### src/rtl/i2c_idx_pkg.sv
package i2c_idx_pkg;

  // strobes from control to datapath
  typedef struct packed {
    logic shiftIn;      // take one received bit
    logic loadIndex;    // received byte is the start location
    logic loadCount;    // received byte is the block length
    logic writeData;    // store received byte, advance location
    logic loadTxCount;  // put the length register into the transmit shifter
    logic loadTxData;   // put bank[location] into the shifter, advance location
    logic shiftTx;      // present the next transmit bit
  } dpStrobe_t;

  typedef enum logic [2:0] {
    ST_IDLE,
    ST_RX,
    ST_ACK,
    ST_TX,
    ST_TXACK
  } busState_t;

  typedef enum logic [2:0] {
    PH_ADDR,
    PH_INDEX,
    PH_COUNT,
    PH_WDATA,
    PH_READ
  } phase_t;

endpackage

### src/rtl/i2c_idx_sync.sv
module i2c_idx_sync #(
  parameter int STAGES = 2
) (
  input  logic clk,
  input  logic rst,
  input  logic sclIn,
  input  logic sdaIn,
  output logic sclLvl,
  output logic sdaLvl,
  output logic sclRise,
  output logic sclFall,
  output logic startSeen,
  output logic stopSeen
);

  logic [STAGES-1:0] sclPipe;
  logic [STAGES-1:0] sdaPipe;
  logic sclPrev;
  logic sdaPrev;

  // idle bus is high, so the pipes reset high
  always_ff @(posedge clk) begin
    if (rst) begin
      sclPipe <= '1;
      sdaPipe <= '1;
      sclPrev <= 1'b1;
      sdaPrev <= 1'b1;
    end else begin
      sclPipe <= {sclPipe[STAGES-2:0], sclIn};
      sdaPipe <= {sdaPipe[STAGES-2:0], sdaIn};
      sclPrev <= sclPipe[STAGES-1];
      sdaPrev <= sdaPipe[STAGES-1];
    end
  end

  assign sclLvl    = sclPipe[STAGES-1];
  assign sdaLvl    = sdaPipe[STAGES-1];
  assign sclRise   = sclLvl & ~sclPrev;
  assign sclFall   = ~sclLvl & sclPrev;
  // data edges only count while the clock sits high on both samples
  assign startSeen = sclLvl & sclPrev & sdaPrev & ~sdaLvl;
  assign stopSeen  = sclLvl & sclPrev & ~sdaPrev & sdaLvl;

endmodule

### src/rtl/i2c_idx_ctrl.sv
module i2c_idx_ctrl
  import i2c_idx_pkg::*;
#(
  parameter logic [6:0] DEV_ADDR = 7'h69
) (
  input  logic       clk,
  input  logic       rst,
  input  logic       sclLvl,
  input  logic       sdaLvl,
  input  logic       sclRise,
  input  logic       sclFall,
  input  logic       startSeen,
  input  logic       stopSeen,
  input  logic [7:0] rxNext,
  input  logic       remainZero,
  input  logic       txBit,
  output dpStrobe_t  stb,
  output logic       sdaLow
);

  busState_t state, stateN;
  phase_t    phase, phaseN;
  logic [2:0] bitCnt, bitCntN;
  logic ackPend, ackPendN;
  logic byteFull, byteFullN;
  logic hostAck, hostAckN;

  always_comb begin
    stb       = '0;
    stateN    = state;
    phaseN    = phase;
    bitCntN   = bitCnt;
    ackPendN  = ackPend;
    byteFullN = byteFull;
    hostAckN  = hostAck;
    if (startSeen) begin
      stateN    = ST_RX;
      phaseN    = PH_ADDR;
      bitCntN   = '0;
      ackPendN  = 1'b0;
      byteFullN = 1'b0;
    end else if (stopSeen) begin
      stateN    = ST_IDLE;
      byteFullN = 1'b0;
    end else begin
      case (state)
        ST_RX: begin
          if (sclRise) begin
            stb.shiftIn = 1'b1;
            bitCntN     = 3'(bitCnt + 3'd1);
            if (bitCnt == 3'd7) begin
              byteFullN = 1'b1;
              ackPendN  = 1'b0;
              case (phase)
                PH_ADDR: begin
                  if (rxNext == {DEV_ADDR, 1'b0}) begin
                    ackPendN = 1'b1;
                    phaseN   = PH_INDEX;
                  end else if (rxNext == {DEV_ADDR, 1'b1}) begin
                    ackPendN = 1'b1;
                    phaseN   = PH_READ;
                  end
                end
                PH_INDEX: begin
                  stb.loadIndex = 1'b1;
                  ackPendN      = 1'b1;
                  phaseN        = PH_COUNT;
                end
                PH_COUNT: begin
                  stb.loadCount = 1'b1;
                  ackPendN      = 1'b1;
                  phaseN        = PH_WDATA;
                end
                PH_WDATA: begin
                  if (!remainZero) begin
                    stb.writeData = 1'b1;
                    ackPendN      = 1'b1;
                  end
                end
                default: ;
              endcase
            end
          end else if (sclFall && byteFull) begin
            byteFullN = 1'b0;
            stateN    = ackPend ? ST_ACK : ST_IDLE;
          end
        end
        ST_ACK: begin
          if (sclFall) begin
            bitCntN = '0;
            if (phase == PH_READ) begin
              stb.loadTxCount = 1'b1;
              stateN          = ST_TX;
            end else begin
              stateN = ST_RX;
            end
          end
        end
        ST_TX: begin
          if (sclFall) begin
            if (bitCnt == 3'd7) begin
              bitCntN = '0;
              stateN  = ST_TXACK;
            end else begin
              stb.shiftTx = 1'b1;
              bitCntN     = 3'(bitCnt + 3'd1);
            end
          end
        end
        ST_TXACK: begin
          if (sclRise) begin
            hostAckN = ~sdaLvl;
          end else if (sclFall) begin
            if (hostAck) begin
              stb.loadTxData = 1'b1;
              stateN         = ST_TX;
            end else begin
              stateN = ST_IDLE;
            end
          end
        end
        default: ;
      endcase
    end
  end

  always_ff @(posedge clk) begin
    if (rst) begin
      state    <= ST_IDLE;
      phase    <= PH_ADDR;
      bitCnt   <= '0;
      ackPend  <= 1'b0;
      byteFull <= 1'b0;
      hostAck  <= 1'b0;
    end else begin
      state    <= stateN;
      phase    <= phaseN;
      bitCnt   <= bitCntN;
      ackPend  <= ackPendN;
      byteFull <= byteFullN;
      hostAck  <= hostAckN;
    end
  end

  assign sdaLow = (state == ST_ACK) | ((state == ST_TX) & ~txBit);

  // the target only starts pulling the line low while the clock is low
  p_drive_scl_low_r9: assert property (@(posedge clk) disable iff (rst)
    $rose(sdaLow) |-> !sclLvl);

  // a stop releases the line on the next cycle
  p_stop_release_r10: assert property (@(posedge clk) disable iff (rst)
    stopSeen |=> !sdaLow);

  // a foreign address byte never arms an acknowledge
  p_foreign_addr_nack_r2: assert property (@(posedge clk) disable iff (rst)
    (state == ST_RX && phase == PH_ADDR && sclRise && !startSeen && !stopSeen &&
     bitCnt == 3'd7 && rxNext[7:1] != DEV_ADDR) |=> !ackPend);

  // an armed acknowledge reaches the line after the eighth falling edge
  p_ack_slot_r4: assert property (@(posedge clk) disable iff (rst)
    (state == ST_RX && byteFull && ackPend && sclFall && !startSeen && !stopSeen)
      |=> sdaLow);

endmodule

### src/rtl/i2c_idx_dp.sv
module i2c_idx_dp
  import i2c_idx_pkg::*;
#(
  parameter int NUM_REGS  = 16,
  parameter int COUNT_REG = 8,
  localparam int IDXW     = $clog2(NUM_REGS),
  localparam int FLATW    = NUM_REGS * 8
) (
  input  logic             clk,
  input  logic             rst,
  input  logic             sdaLvl,
  input  dpStrobe_t        stb,
  output logic [7:0]       rxNext,
  output logic             remainZero,
  output logic             txBit,
  output logic [FLATW-1:0] bankFlat
);

  logic [6:0]      rxShift;
  logic [7:0]      txShift;
  logic [7:0]      remainQ;
  logic [IDXW-1:0] indexQ;
  logic [IDXW-1:0] idxInc;
  logic [7:0]      bankArr [NUM_REGS];

  assign rxNext     = {rxShift, sdaLvl};
  assign remainZero = (remainQ == 8'd0);
  assign txBit      = txShift[7];
  assign idxInc     = (indexQ == IDXW'(NUM_REGS - 1)) ? '0 : indexQ + 1'b1;

  always_ff @(posedge clk) begin
    if (rst) begin
      rxShift <= '0;
      txShift <= '1;
      remainQ <= '0;
      indexQ  <= '0;
    end else begin
      if (stb.shiftIn)   rxShift <= rxNext[6:0];
      if (stb.loadIndex) indexQ  <= rxNext[IDXW-1:0];
      if (stb.loadCount) remainQ <= rxNext;
      if (stb.writeData) begin
        remainQ <= remainQ - 8'd1;
        indexQ  <= idxInc;
      end
      if (stb.loadTxCount) begin
        txShift <= bankArr[COUNT_REG];
      end else if (stb.loadTxData) begin
        txShift <= bankArr[indexQ];
        indexQ  <= idxInc;
      end else if (stb.shiftTx) begin
        txShift <= {txShift[6:0], 1'b1};
      end
    end
  end

  for (genvar g = 0; g < NUM_REGS; g++) begin : gCell
    localparam logic [7:0] RST_VAL = (g == COUNT_REG) ? 8'(NUM_REGS) : 8'h00;
    logic [7:0] cellQ;
    always_ff @(posedge clk) begin
      if (rst)                                         cellQ <= RST_VAL;
      else if (stb.writeData && indexQ == IDXW'(g))    cellQ <= rxNext;
    end
    assign bankArr[g]        = cellQ;
    assign bankFlat[g*8 +: 8] = cellQ;
  end

  // no store once the received length is used up
  p_no_store_past_count_r5: assert property (@(posedge clk) disable iff (rst)
    stb.writeData |-> !remainZero);

  // the bank only changes on a store strobe
  p_bank_hold_r3: assert property (@(posedge clk) disable iff (rst)
    !stb.writeData |=> $stable(bankFlat));

  // the location wraps from the last register to zero
  p_index_wrap_r8: assert property (@(posedge clk) disable iff (rst)
    ((stb.writeData || stb.loadTxData) && indexQ == IDXW'(NUM_REGS - 1))
      |=> indexQ == '0);

endmodule

### src/rtl/i2c_idx_regfile.sv
module i2c_idx_regfile #(
  parameter int         NUM_REGS    = 16,
  parameter int         COUNT_REG   = 8,
  parameter logic [6:0] DEV_ADDR    = 7'h69,
  parameter int         SYNC_STAGES = 2
) (
  input  logic                  clk,
  input  logic                  rst,
  input  logic                  sclIn,
  input  logic                  sdaIn,
  output logic                  sdaLow,
  output logic [NUM_REGS*8-1:0] cfgOut
);
  import i2c_idx_pkg::*;

  logic sclLvl, sdaLvl, sclRise, sclFall, startSeen, stopSeen;
  logic [7:0] rxNext;
  logic remainZero, txBit;
  dpStrobe_t stb;

  i2c_idx_sync #(.STAGES(SYNC_STAGES)) uSync (
    .clk(clk), .rst(rst), .sclIn(sclIn), .sdaIn(sdaIn),
    .sclLvl(sclLvl), .sdaLvl(sdaLvl), .sclRise(sclRise), .sclFall(sclFall),
    .startSeen(startSeen), .stopSeen(stopSeen)
  );

  i2c_idx_ctrl #(.DEV_ADDR(DEV_ADDR)) uCtrl (
    .clk(clk), .rst(rst), .sclLvl(sclLvl), .sdaLvl(sdaLvl),
    .sclRise(sclRise), .sclFall(sclFall), .startSeen(startSeen),
    .stopSeen(stopSeen), .rxNext(rxNext), .remainZero(remainZero),
    .txBit(txBit), .stb(stb), .sdaLow(sdaLow)
  );

  i2c_idx_dp #(.NUM_REGS(NUM_REGS), .COUNT_REG(COUNT_REG)) uDp (
    .clk(clk), .rst(rst), .sdaLvl(sdaLvl), .stb(stb),
    .rxNext(rxNext), .remainZero(remainZero), .txBit(txBit),
    .bankFlat(cfgOut)
  );

endmodule

### config.mk
export PLATFORM = sky130hd
export DESIGN_NAME = i2c_idx_regfile
export DESIGN_NICKNAME = d
export VERILOG_FILES = /design/src/rtl/i2c_idx_pkg.sv /design/src/rtl/i2c_idx_sync.sv /design/src/rtl/i2c_idx_ctrl.sv /design/src/rtl/i2c_idx_dp.sv /design/src/rtl/i2c_idx_regfile.sv
export SDC_FILE = /design/constraint.sdc
export NUM_CORES = 1
export LEC_CHECK = 0
export BUFFER_PORTS_ARGS = -buffer_cell sky130_fd_sc_hd__buf_2
export CAP_MARGIN = 30
export CORE_UTILIZATION = 60
export CTS_BUF_LIST = sky130_fd_sc_hd__clkbuf_4 sky130_fd_sc_hd__clkbuf_8
export CTS_CLUSTER_DIAMETER = 150
export DETAILED_ROUTE_END_ITERATION = 8
export GPL_TIMING_DRIVEN = 1
export PLACE_DENSITY = 0.84
export SLEW_MARGIN = 15
export SYNTH_ARGS = -nofsm -noshare
export SYNTH_HDL_FRONTEND = slang
export SYNTH_SLANG_ARGS = --single-unit
### constraint.sdc
create_clock -name clk -period 5.2 [get_ports clk]
set_input_delay 0 -clock clk [delete_from_list [all_inputs] [get_ports clk]]
set_output_delay 0 -clock clk [all_outputs]
set_load 0.03 [all_outputs]
==> summary.txt, run 1 <==
Logic synthesis
  – Synth warnings: 0
  – Synth Register Bits: ~170
  – Asr flop ratio synth: 0%
  – Ys flop type: dfxtp_1
  – Synth Area per Inst: between 9 and 10 µm²
  – Synthesized area: approximately 8200 µm²
  – Net count after synthesis: 841
  – Cell variety after synth: 72
  – Synth Instances: 830
  – Sequential share of the synthesized area: between 40% and 50%
  – Number of enable flip-flop cells after synthesis: 0

Drt
  – Routed WL: between 20000 and 25000 µm
  – Antenna Violating Nets Remaining: 0
  – WL per Instance: about 20 µm
  – DRC Markers: 0
  – Wl on met1: roughly 9500 µm
  – Vias/cell: approximately 6.3
  – Met2 wire len: 11030 µm
  – Met3 Routed Length: ~1700 µm
  – Drt initial violations: between 700 and 800
  – TritonRoute pass-1 iters: 6
  – Top Layer Used: met4
  – Vias: roughly 7000

Clocking
  – Clock latency on the worst-skew pair: 0.48 ns
  – Max clock buf depth: 2
  – Resized Gates After CTS: 0
  – TritonCTS Sinks: roughly 170
  – Root Driver: clkbuf_8
  – Clock transition at the registers of the reported paths: approximately 0.090 ns
  – Clock buffer count from CTS: 17
  – CTS tree: done
  – CTS Hold Bufs: 3
  – Setup bufs post-CTS: 0
  – H-tree depth: 4

Critical path
  – Worst Setup End Kind: register
  – RR Endpoint: uDp.gCell[5].cellQ[4]
  – RR Startpoint: uDp.indexQ[2]
  – Critical Path AT: a little over 3 ns
  – Critical path's slowest cell: nor2b_1
  – Worst Reg2Reg Path Length in Cells: 5
  – Crit path to: uDp.gCell[5].cellQ[4]
  – Crit-path max FO: 26
  – CP peak stage delay: about 0.81 ns
  – Worst Path Required: around 5.6 ns
  – R2R Setup Slk: about 2.5 ns
  – Critical path class: register to register
  – Crit-path cells: buf_4, nor2b_1, nand4_4, mux2i_1, nor2_1
  – CP startpoint: uDp.indexQ[2]
  – Setup crit start kind: register

Die
  – IO Count: 133
  – Core Area: approximately 13000 µm²
  – Die extent in y: 119.2 µm
  – Starting Density: between 60% and 70%
  – Die ar.: between 10000 and 15000 µm²
  – FP Rows: between 40 and 50
  – Die W: ~120 µm

Placed design
  – Routability cong.: around 0.84
  – DP HPWL: roughly 15000 µm
  – # port buffers: 132

Hold path
  – Hold Path Class: input pin to register

STA
  – Period utilization: 51.57%
  – Hold Slack: ~0.25 ns
  – Worst slew pin tran: roughly 1.1 ns
  – Slew margin rel.: approximately 28%
  – Setup TNS: 0 ns
  – Fin crit period: ~2.7 ns
  – Final hold viol count: 0
  – Max-slew violations: 0
  – Unrepaired setup endpoints after global routing: no
  – Final Setup Violations: 0
  – Clock skew: between 0.01 and 0.015 ns
  – Achievable frequency: 0.3729 GHz

GRT
  – Grt ovf: 0
  – First-pass GRT wire length: about 36000 µm
  – Largest net degree at the start of global routing: between 60 and 70
  – Vias in the first global route: 6667
  – GRT Util Overall: between 30% and 40%
  – Initial antenna violation count: 0

Layout
  – Commonest non-fill, non-tap cell in the layout: dfxtp_1
  – Area grow syn2layout: 14.02%
  – Fin nets: 937
  – Share of cells above drive strength 1: roughly 24%
  – Diode count: 0
  – Most frequent cells in the layout: 172 x dfxtp_1, 160 x mux2i_1, 153 x nor2_1

Power and ir drop
  – Leakage Power: approximately 4.7 nW
  – Maximum vdd drop: 0.0002766 V
  – Pwr dens: around 260 nW/µm²

Flow run
  – Max cap viols: 0

Status
  – Status: completed
[flip-flops by register name, summed over array words and instances (netlist names)]
register and flops:
uCtrl.byteFull 1, uCtrl.phase 3, uCtrl.hostAck 1, uCtrl.bitCnt 3
uDp.gCell.cellQ 128, uSync.sclPrev 1, uDp.indexQ 4, uSync.sclPipe 2
uDp.txShift 8, uCtrl.state 3, uDp.rxShift 7, uCtrl.ackPend 1
uDp.remainQ 8, uSync.sdaPipe 2, uSync.sdaPrev 1
[metal layers]
layer	global-route usage, %	vias up
li1	-	3193
met1	42.00	3461
met2	52.51	355
met3	6.897	44
met4	12.42	0
met5	0	-
[synthesized netlist by cell type (9+ instances only)]
cell,count,share of area (%)
a21oi_1,30,1.8
nor2_1,153,7.0
o21ai_0,13,0.79
mux4_2,18,4.9
dfxtp_1,173,42
nor3_1,9,0.55
buf_2,11,0.67
nand3_1,10,0.61
mux2i_1,160,19
inv_1,12,0.55
clkbuf_1,46,2.1
nand2_1,27,1.2
[critical path: cells and delay by family, from the launching register on]
kind          cells  cell delay (ns)
buf+inv           1             0.44
flops             1             0.59
mux               1             0.29
simple gates      3             1.25
[final cells by class]
| cell class | instances | area (µm²) |
|---|---|---|
| Clock inverter | 10 | 150.1 |
| Fill cell | 1004 | 3944 |
| Timing Repair Buffer | 144 | 800.8 |
| Multi-Input combinational cell | 578 | 4433 |
| Clock buffer | 22 | 290.3 |
| Inverter | 12 | 45.04 |
| Sequential cell | 173 | 3465 |
| Tap cell | 176 | 220.2 |
[metrics by stage]
step           cells  worst slack [ns]  utilization [%]  cell area, µm²  power [W]
6_report        1115             2.518            70.45            9404   0.002420
4_1_cts         1114             2.523            70.34            9389   0.002419
3_5_place_dp    1079             2.566            66.82            8919   0.001403
3_3_place_gp    1077             2.571            66.46            8871   0.001401
2_1_floorplan    830             3.235                -            8248   0.001392
5_1_grt         1115             2.337            70.45            9404   0.002482
[power breakdown]
part	total, W	internal [W]	switching [W]
Sequential	0.00133	0.00133	0.00000715
Combinational	0.0000420	0.0000118	0.0000302
Clock	0.00105	0.000533	0.000512
[how the worst min path moves through the flow]
stage / from / to / cells past startpoint / slack [ns]
3_5_place_dp: sclIn / uSync.sclPipe[0] / 2 / 0.20
5_1_grt: sdaIn / uSync.sdaPipe[0] / 3 / 0.25
6_report: sclIn / uSync.sclPipe[0] / 3 / 0.25
2_1_floorplan: sclIn / uSync.sclPipe[0] / 1 / 0.10
4_1_cts: sclIn / uSync.sclPipe[0] / 3 / 0.24
3_3_place_gp: sdaIn / uSync.sdaPipe[0] / 2 / 0.20
[cells by family (layout without fill, tap and decap cells)]
family / count (synthesis) / count (layout) / share of synthesized area, %
buffers and inverters: 79 / 188 / 4.338
flip-flops: 173 / 173 / 41.99
AND/OR/NAND/NOR: 273 / 273 / 17.96
multiplexers: 178 / 178 / 24.33
XOR/XNOR: 1 / 1 / 0.1062
adder cells (fa/ha/maj): 7 / 7 / 1.062
AO/OA/AOI/OAI: 119 / 119 / 10.21
Note: power is estimated with default switching activity, not from simulation.
==> run 2, diff against run 1 <==
CORE_UTILIZATION = 59   (was 60)
PLACE_DENSITY = 0.83   (was 0.84)
clock period = 2.6 ns   (was 5.2 ns; I/O delays follow)
==> run 2 against run 1 <==
  * Sequential share of layout area decreased by 0.36 points
  * First-iteration DRC count increased by 4.0%
  * Non-clock buffer count increased by 18
  * Core utilization increased by 0.14 points
  * Clock power increased by 82%
  * Count of clock-buffer cells in the layout decreased by 3
  * Hold slack got worse by 0.18 ns
  * Cell count increased by 1.4%
  * Combinational power increased by 120%
  * Flip-flop and latch count unchanged
  * Wire length increased by 2.9%
  * Via count increased by 0.86%
==> summary.txt, run 2 (synthesized netlist as in run 1, its figures left out) <==
STA
  – Slew margin rel.: 52.44% (was 28.28%)
  – Final hold viol count: 0 (unchanged)
  – Setup TNS: 0 ns (unchanged)
  – Period utilization: 91.58% (was 51.57%)
  – Worst slew pin tran: 0.7133 ns (was 1.074 ns)
  – Clock skew: 0.01957 ns (was 0.01249 ns)
  – Hold Slack: 0.06663 ns (was 0.2494 ns)
  – Achievable frequency: 0.4200 GHz (was 0.3729 GHz)
  – Max-slew violations: 0 (unchanged)
  – Unrepaired setup endpoints after global routing: no (unchanged)
  – Fin crit period: 2.381 ns (was 2.682 ns)
  – Final Setup Violations: 0 (unchanged)

Layout
  – Share of cells above drive strength 1: 25.55% (was 24.17%)
  – Post-layout util: 70.59% (was 70.45%)
  – Area grow syn2layout: 15.14% (was 14.02%)
  – Commonest non-fill, non-tap cell in the layout: dfxtp_1 (unchanged)
  – Largest Register: uDp.gCell.cellQ (unchanged)
  – Diode count: 0 (unchanged)
  – Most frequent cells in the layout: 172 x dfxtp_1, 160 x mux2i_1, 153 x nor2_1 (unchanged)
  – Top Registers: uDp.gCell.cellQ: 128 flops, uDp.remainQ: 8 flops, uDp.txShift: 8 flops (unchanged)
  – Fin nets: 955 (was 937)
  – Max reg flops: 128 (unchanged)
  – Filler cells: 1006 (was 1004)

Power and ir drop
  – Psw: 0.001093 W (was 0.0005493 W)
  – Pwr dens: 491.1 nW/µm² (was 257.4 nW/µm²)
  – Total power: 0.004663 W (was 0.002420 W)
  – Internal power: 0.003570 W (was 0.001871 W)
  – Clock share of power: 41.0% (was 43.2%)
  – Leakage Power: 4.759 nW (was 4.698 nW)
  – Maximum vdd drop: 0.0004355 V (was 0.0002766 V)
  – Sequential power share: 57.0% (was 55.1%)
  – Share of total power in combinational logic: 2.0% (was 1.7%)
  – Switching share of power: 23.44% (was 22.69%)

Placed design
  – # port buffers: 132 (unchanged)
  – Routability cong.: 0.8974 (was 0.8428)
  – DP HPWL: 15380 µm (was 15090 µm)

Critical path
  – CP Depth: 8 (was 5)
  – Largest delay share family, worst path: simple AND/OR/NAND/NOR gates (unchanged)
  – Worst Setup End Kind: register (unchanged)
  – Setup crit start kind: register (unchanged)
  – Critical path's slowest cell: nand4_2 (was nor2b_1)
  – Critical Path AT: 2.74 ns (was 3.05 ns)
  – Critical path class: register to register (unchanged)
  – Crit-path max FO: 19 (was 26)
  – Crit-path most repeated cell: ha_1
  – Worst Path Required: 2.96 ns (was 5.56 ns)
  – CP peak stage delay: 0.38 ns (was 0.81 ns)
  – Critical path buffers and inverters: 1 (unchanged)
  – Crit-path cells: ha_1, ha_1, nand4bb_1, nor3_4, buf_12, nand4_2, mux2i_1, nor2_1 (was buf_4, nor2b_1, nand4_4, mux2i_1, nor2_1)
  – Worst Reg2Reg Path Length in Cells: 8 (was 5)

Drt
  – TritonRoute pass-1 iters: 8 (was 6)
  – WL per Instance: 20.69 µm (was 20.41 µm)
  – DRC Markers: 0 (unchanged)
  – Vias/cell: 6.290 (was 6.326)
  – Antenna Violating Nets Remaining: 0 (unchanged)
  – Drt initial violations: 763 (was 734)
  – Vias: 7114 (was 7053)
  – Routed WL: 23410 µm (was 22750 µm)

Die
  – Starting Density: 61.31% (was 61.79%)
  – Die extent in y: 120.2 µm (was 119.2 µm)
  – Core Area: 13450 µm² (was 13350 µm²)
  – IO Count: 133 (unchanged)
  – Die W: 120.2 µm (was 119.2 µm)
  – Die ar.: 14460 µm² (was 14220 µm²)
  – FP Rows: 42 (unchanged)

Clocking
  – CTS Hold Bufs: 2 (was 3)
  – TritonCTS Sinks: 173 (unchanged)
  – Clock latency on the worst-skew pair: 0.48 ns (about the same)
  – Clock buffer count from CTS: 17 (unchanged)
  – Clock transition at the registers of the reported paths: 0.09 ns (about the same)
  – CTS tree: done (unchanged)
  – Resized Gates After CTS: 0 (unchanged)
  – Max clock buf depth: 2 (unchanged)
  – H-tree depth: 4 (unchanged)
  – Root Driver: clkbuf_8 (unchanged)
  – Setup bufs post-CTS: 0 (unchanged)

GRT
  – First-pass GRT wire length: 36540 µm (was 35620 µm)
  – Largest net degree at the start of global routing: 66 (was 64)
  – Vias in the first global route: 6650 (was 6667)
  – Grt ovf: 0 (unchanged)
  – Initial antenna violation count: 0 (unchanged)
  – GRT Util Overall: 32.72% (was 32.32%)

Hold path
  – Hold Path Class: input pin to register (unchanged)
  – Hold depth: 2 (was 3)

Flow run
  – Max cap viols: 0 (unchanged)

Status
  – Status: completed (unchanged)
run 2: layer usage:
layer	global-route usage (%)	part of all wire [%]	vias to the layer above
met5	0	0	-
met4	11.88	2.7	0
met3	7.642	8.4	53
met2	52.48	48	352
met1	43.07	41	3491
li1	-	-	3218
run 2: power groups by stage:
stage / combinational [W] / clock (W) / sequential (W)
CTS: 0.0000898 / 0.00192 / 0.00266
global placement: 0.0000892 / 0 / 0.00272
finish: 0.0000915 / 0.00191 / 0.00266
floorplan: 0.0000664 / 0 / 0.00272
detailed placement: 0.0000871 / 0 / 0.00272
global route: 0.0000981 / 0.00202 / 0.00266
run 2: final cells by class:
cell class,instances,area [µm²],share of cell area (%)
flip-flops and latches,173,3465,36.48
clock buffers,19,255.2,2.688
clock inverters,11,135.1,1.423
repair buffers,162,943.4,9.934
multi-input cells,578,4433,46.68
inverters,12,45.04,0.4743
well taps,176,220.2,2.319
run 2: per-stage QoR:
| stage | instances | cell area, µm² | setup WS [ns] |
|---|---|---|---|
| 3_3_place_gp | 1099 | 9086 | 0.3603 |
| 3_5_place_dp | 1099 | 9086 | 0.2996 |
| 6_report | 1131 | 9497 | 0.2189 |
| 5_1_grt | 1131 | 9497 | 0.06297 |
| 4_1_cts | 1131 | 9497 | 0.2420 |
| 2_1_floorplan | 830 | 8248 | 0.6351 |
run 2: final timing paths:
| path | slack (ns) | to | from |
|---|---|---|---|
| worst min register to register | 0.41 | uSync.sclPipe[1] | uSync.sclPipe[0] |
| worst max-delay path | 0.22 | uDp.gCell[12].cellQ[5] | uCtrl.bitCnt[0] |
| worst min-delay path | 0.07 | uDp.gCell[14].cellQ[4] | rst |
| worst max register to register | 0.22 | uDp.gCell[12].cellQ[5] | uCtrl.bitCnt[0] |
run 2: worst reg2reg max path, cell delays in order (launching register included):
cell and delay (ns):
dfxtp_1 0.36, ha_1 0.16, ha_1 0.27, nand4bb_1 0.25
nor3_4 0.22, buf_12 0.23, nand4_2 0.39, mux2i_1 0.34
nor2_1 0.07
==> run 3, diff against run 2 <==
CORE_UTILIZATION = 60   (was 59)
PLACE_DENSITY = 0.84   (was 0.83)
clock period = 2.95 ns   (was 2.6 ns; I/O delays follow)
==> run 3 against run 2 <==
  * Core utilization increased by 0.54 points
  * First-iteration DRC count decreased by 0.66%
  * Final area about the same
  * Setup slack improved by 0.23 ns
  * Clock skew decreased by 0.0091 ns
  * Fmax decreased by 4.6%
  * Die area decreased by 1.6%
  * Critical path depth unchanged
  * Count of clock-buffer cells in the layout increased by 2
  * Largest power group unchanged
  * Highest routed layer unchanged
==> summary.txt, run 3 (synthesized netlist as in run 1, its figures left out) <==
Drt
  – Routed WL: 22540 µm (was 23410 µm)
  – Vias: 7133 (was 7114)
  – WL per Instance: 19.94 µm (was 20.69 µm)
  – Vias/cell: 6.312 (was 6.290)
  – Antenna Violating Nets Remaining: 0 (unchanged)
  – DRC Markers: 0 (unchanged)
  – Drt initial violations: 758 (was 763)
  – TritonRoute pass-1 iters: 6 (was 8)

Status
  – Status: completed (unchanged)

Placed design
  – # port buffers: 132 (unchanged)
  – Routability cong.: 0.8906 (was 0.8974)
  – DP HPWL: 15030 µm (was 15380 µm)
  – Dpl cell area: 9059 µm² (was 9086 µm²)

STA
  – Final Setup Violations: 0 (unchanged)
  – Clock skew: 0.01050 ns (was 0.01957 ns)
  – Fin crit period: 2.496 ns (was 2.381 ns)
  – Unrepaired setup endpoints after global routing: no (unchanged)
  – Final hold viol count: 0 (unchanged)
  – Max-slew violations: 0 (unchanged)
  – Worst slew pin tran: 0.7130 ns (was 0.7133 ns)
  – Period utilization: 84.62% (was 91.58%)
  – Setup TNS: 0 ns (unchanged)
  – Achievable frequency: 0.4006 GHz (was 0.4200 GHz)
  – Slew margin rel.: 52.18% (was 52.44%)

GRT
  – First-pass GRT wire length: 35580 µm (was 36540 µm)
  – Vias in the first global route: 6621 (was 6650)
  – Grt ovf: 0 (unchanged)
  – Initial antenna violation count: 0 (unchanged)
  – GRT Util Overall: 32.15% (was 32.72%)
  – Largest net degree at the start of global routing: 79 (was 66)

Critical path
  – Crit-path cells: ha_1, ha_1, nand4bb_1, nor3_4, buf_12, nand4_2, mux2i_1, nor2_1 (unchanged)
  – Crit-path max FO: 19 (unchanged)
  – CP peak stage delay: 0.41 ns (was 0.38 ns)
  – Setup crit start kind: register (unchanged)
  – Critical path class: register to register (unchanged)
  – Worst Setup End Kind: register (unchanged)
  – Critical path's slowest cell: nand4_2 (unchanged)
  – Crit-path most repeated cell: ha_1 (unchanged)
  – Critical Path AT: 2.84 ns (was 2.74 ns)
  – Worst Path Required: 3.29 ns (was 2.96 ns)
  – R2R Setup Slk: 0.45 ns (was 0.22 ns)

Die
  – IO Count: 133 (unchanged)
  – Die ar.: 14220 µm² (was 14460 µm²)
  – Starting Density: 61.79% (was 61.31%)
  – Die W: 119.2 µm (was 120.2 µm)
  – Core Area: 13350 µm² (was 13450 µm²)
  – FP Rows: 42 (unchanged)
  – Die extent in y: 119.2 µm (was 120.2 µm)

Layout
  – Most frequent cells in the layout: 172 x dfxtp_1, 160 x mux2i_1, 153 x nor2_1 (unchanged)
  – FF/Latch Area: 3465 µm² (unchanged)
  – Multi-input combinational cell area: 4433 µm² (unchanged)
  – Largest Register: uDp.gCell.cellQ (unchanged)
  – Diode count: 0 (unchanged)
  – Top Registers: uDp.gCell.cellQ: 128 flops, uDp.remainQ: 8 flops, uDp.txShift: 8 flops (unchanged)
  – Share of cells above drive strength 1: 25.47% (was 25.55%)
  – Fin nets: 953 (was 955)
  – Max reg flops: 128 (unchanged)
  – Commonest non-fill, non-tap cell in the layout: dfxtp_1 (unchanged)
  – Area grow syn2layout: 15.11% (was 15.14%)
  – Filler cells: 989 (was 1006)
  – Fin area: 9494 µm² (was 9497 µm²)

Power and ir drop
  – Pwr dens: 440.1 nW/µm² (was 491.1 nW/µm²)
  – Clock share of power: 42.0% (was 41.0%)
  – Switching share of power: 22.10% (was 23.44%)
  – Maximum vdd drop: 0.0003861 V (was 0.0004355 V)
  – Leakage Power: 4.767 nW (was 4.759 nW)
  – Sequential power share: 56.1% (was 57.0%)
  – Psw: 0.0009233 W (was 0.001093 W)
  – Share of total power in combinational logic: 1.9% (was 2.0%)
  – Internal power: 0.003255 W (was 0.003570 W)

Clocking
  – Clock latency on the worst-skew pair: 0.47 ns (was 0.48 ns)
  – Resized Gates After CTS: 0 (unchanged)
  – CTS Hold Bufs: 2 (unchanged)
  – Max clock buf depth: 2 (unchanged)
  – CTS tree: done (unchanged)
  – TritonCTS Sinks: 173 (unchanged)
  – H-tree depth: 4 (unchanged)
  – Clock transition at the registers of the reported paths: 0.09 ns (about the same)
  – Root Driver: clkbuf_8 (unchanged)
  – Clock buffer count from CTS: 17 (unchanged)
  – Setup bufs post-CTS: 0 (unchanged)

Hold path
  – Hold Path Class: input pin to register (unchanged)

Flow run
  – Max cap viols: 0 (unchanged)
## run 3: area by class of cell
cell class	count	share of cell area, %
clock inverters	10	1.463
clock buffers	21	2.912
well taps	176	2.319
inverters	12	0.4744
flip-flops and latches	173	36.49
repair buffers	160	9.647
multi-input cells	578	46.69
## run 3: power groups by stage
| stage | Sequential (W) | Combinational (W) | Clock [W] |
|---|---|---|---|
| after global routing | 0.00234 | 0.0000845 | 0.00185 |
| final | 0.00234 | 0.0000791 | 0.00176 |
| after global placement | 0.00240 | 0.0000753 | 0 |
| after detailed placement | 0.00240 | 0.0000749 | 0 |
| after CTS | 0.00234 | 0.0000773 | 0.00176 |
| after floorplan | 0.00239 | 0.0000585 | 0 |
## run 3: worst max-delay path: cells and delay by family (launching register included)
family,cells,cell delay [ns]
DFF,1,0.36
buffers and inverters,1,0.23
muxes,1,0.33
and+or+nand+nor,4,0.95
adders and majority gates,2,0.47
## run 3: layer usage
layer	up-vias	wire, µm	global-route usage, %
met5	-	0	0
met4	0	733	14.95
met3	65	1953	7.423
met2	374	10580	50.91
met1	3480	9274	41.50
li1	3214	-	-
## run 3: final timing paths
check                                              end  cells after the start              from
worst max-delay path            uDp.gCell[12].cellQ[6]                      8   uCtrl.bitCnt[0]
worst min-delay path                    uDp.remainQ[4]                      2               rst
worst max register to register  uDp.gCell[12].cellQ[6]                      8   uCtrl.bitCnt[0]
worst min register to register        uSync.sclPipe[1]                      1  uSync.sclPipe[0]
## run 3: per-stage QoR
| step | std cells | setup slack, ns | total power (W) | utilization [%] | hold slack, ns |
|---|---|---|---|---|---|
| CTS | 1130 | 0.4857 | 0.004178 | 71.13 | 0.02739 |
| global route | 1130 | 0.3395 | 0.004282 | 71.13 | 0.04676 |
| detailed placement | 1097 | 0.5420 | 0.002474 | 67.87 | 0.1858 |
| floorplan | 830 | 0.9851 | 0.002453 | - | 0.1038 |
| finish | 1130 | 0.4538 | 0.004178 | 71.13 | 0.04464 |
| global placement | 1097 | 0.6240 | 0.002474 | 67.87 | 0.1854 |
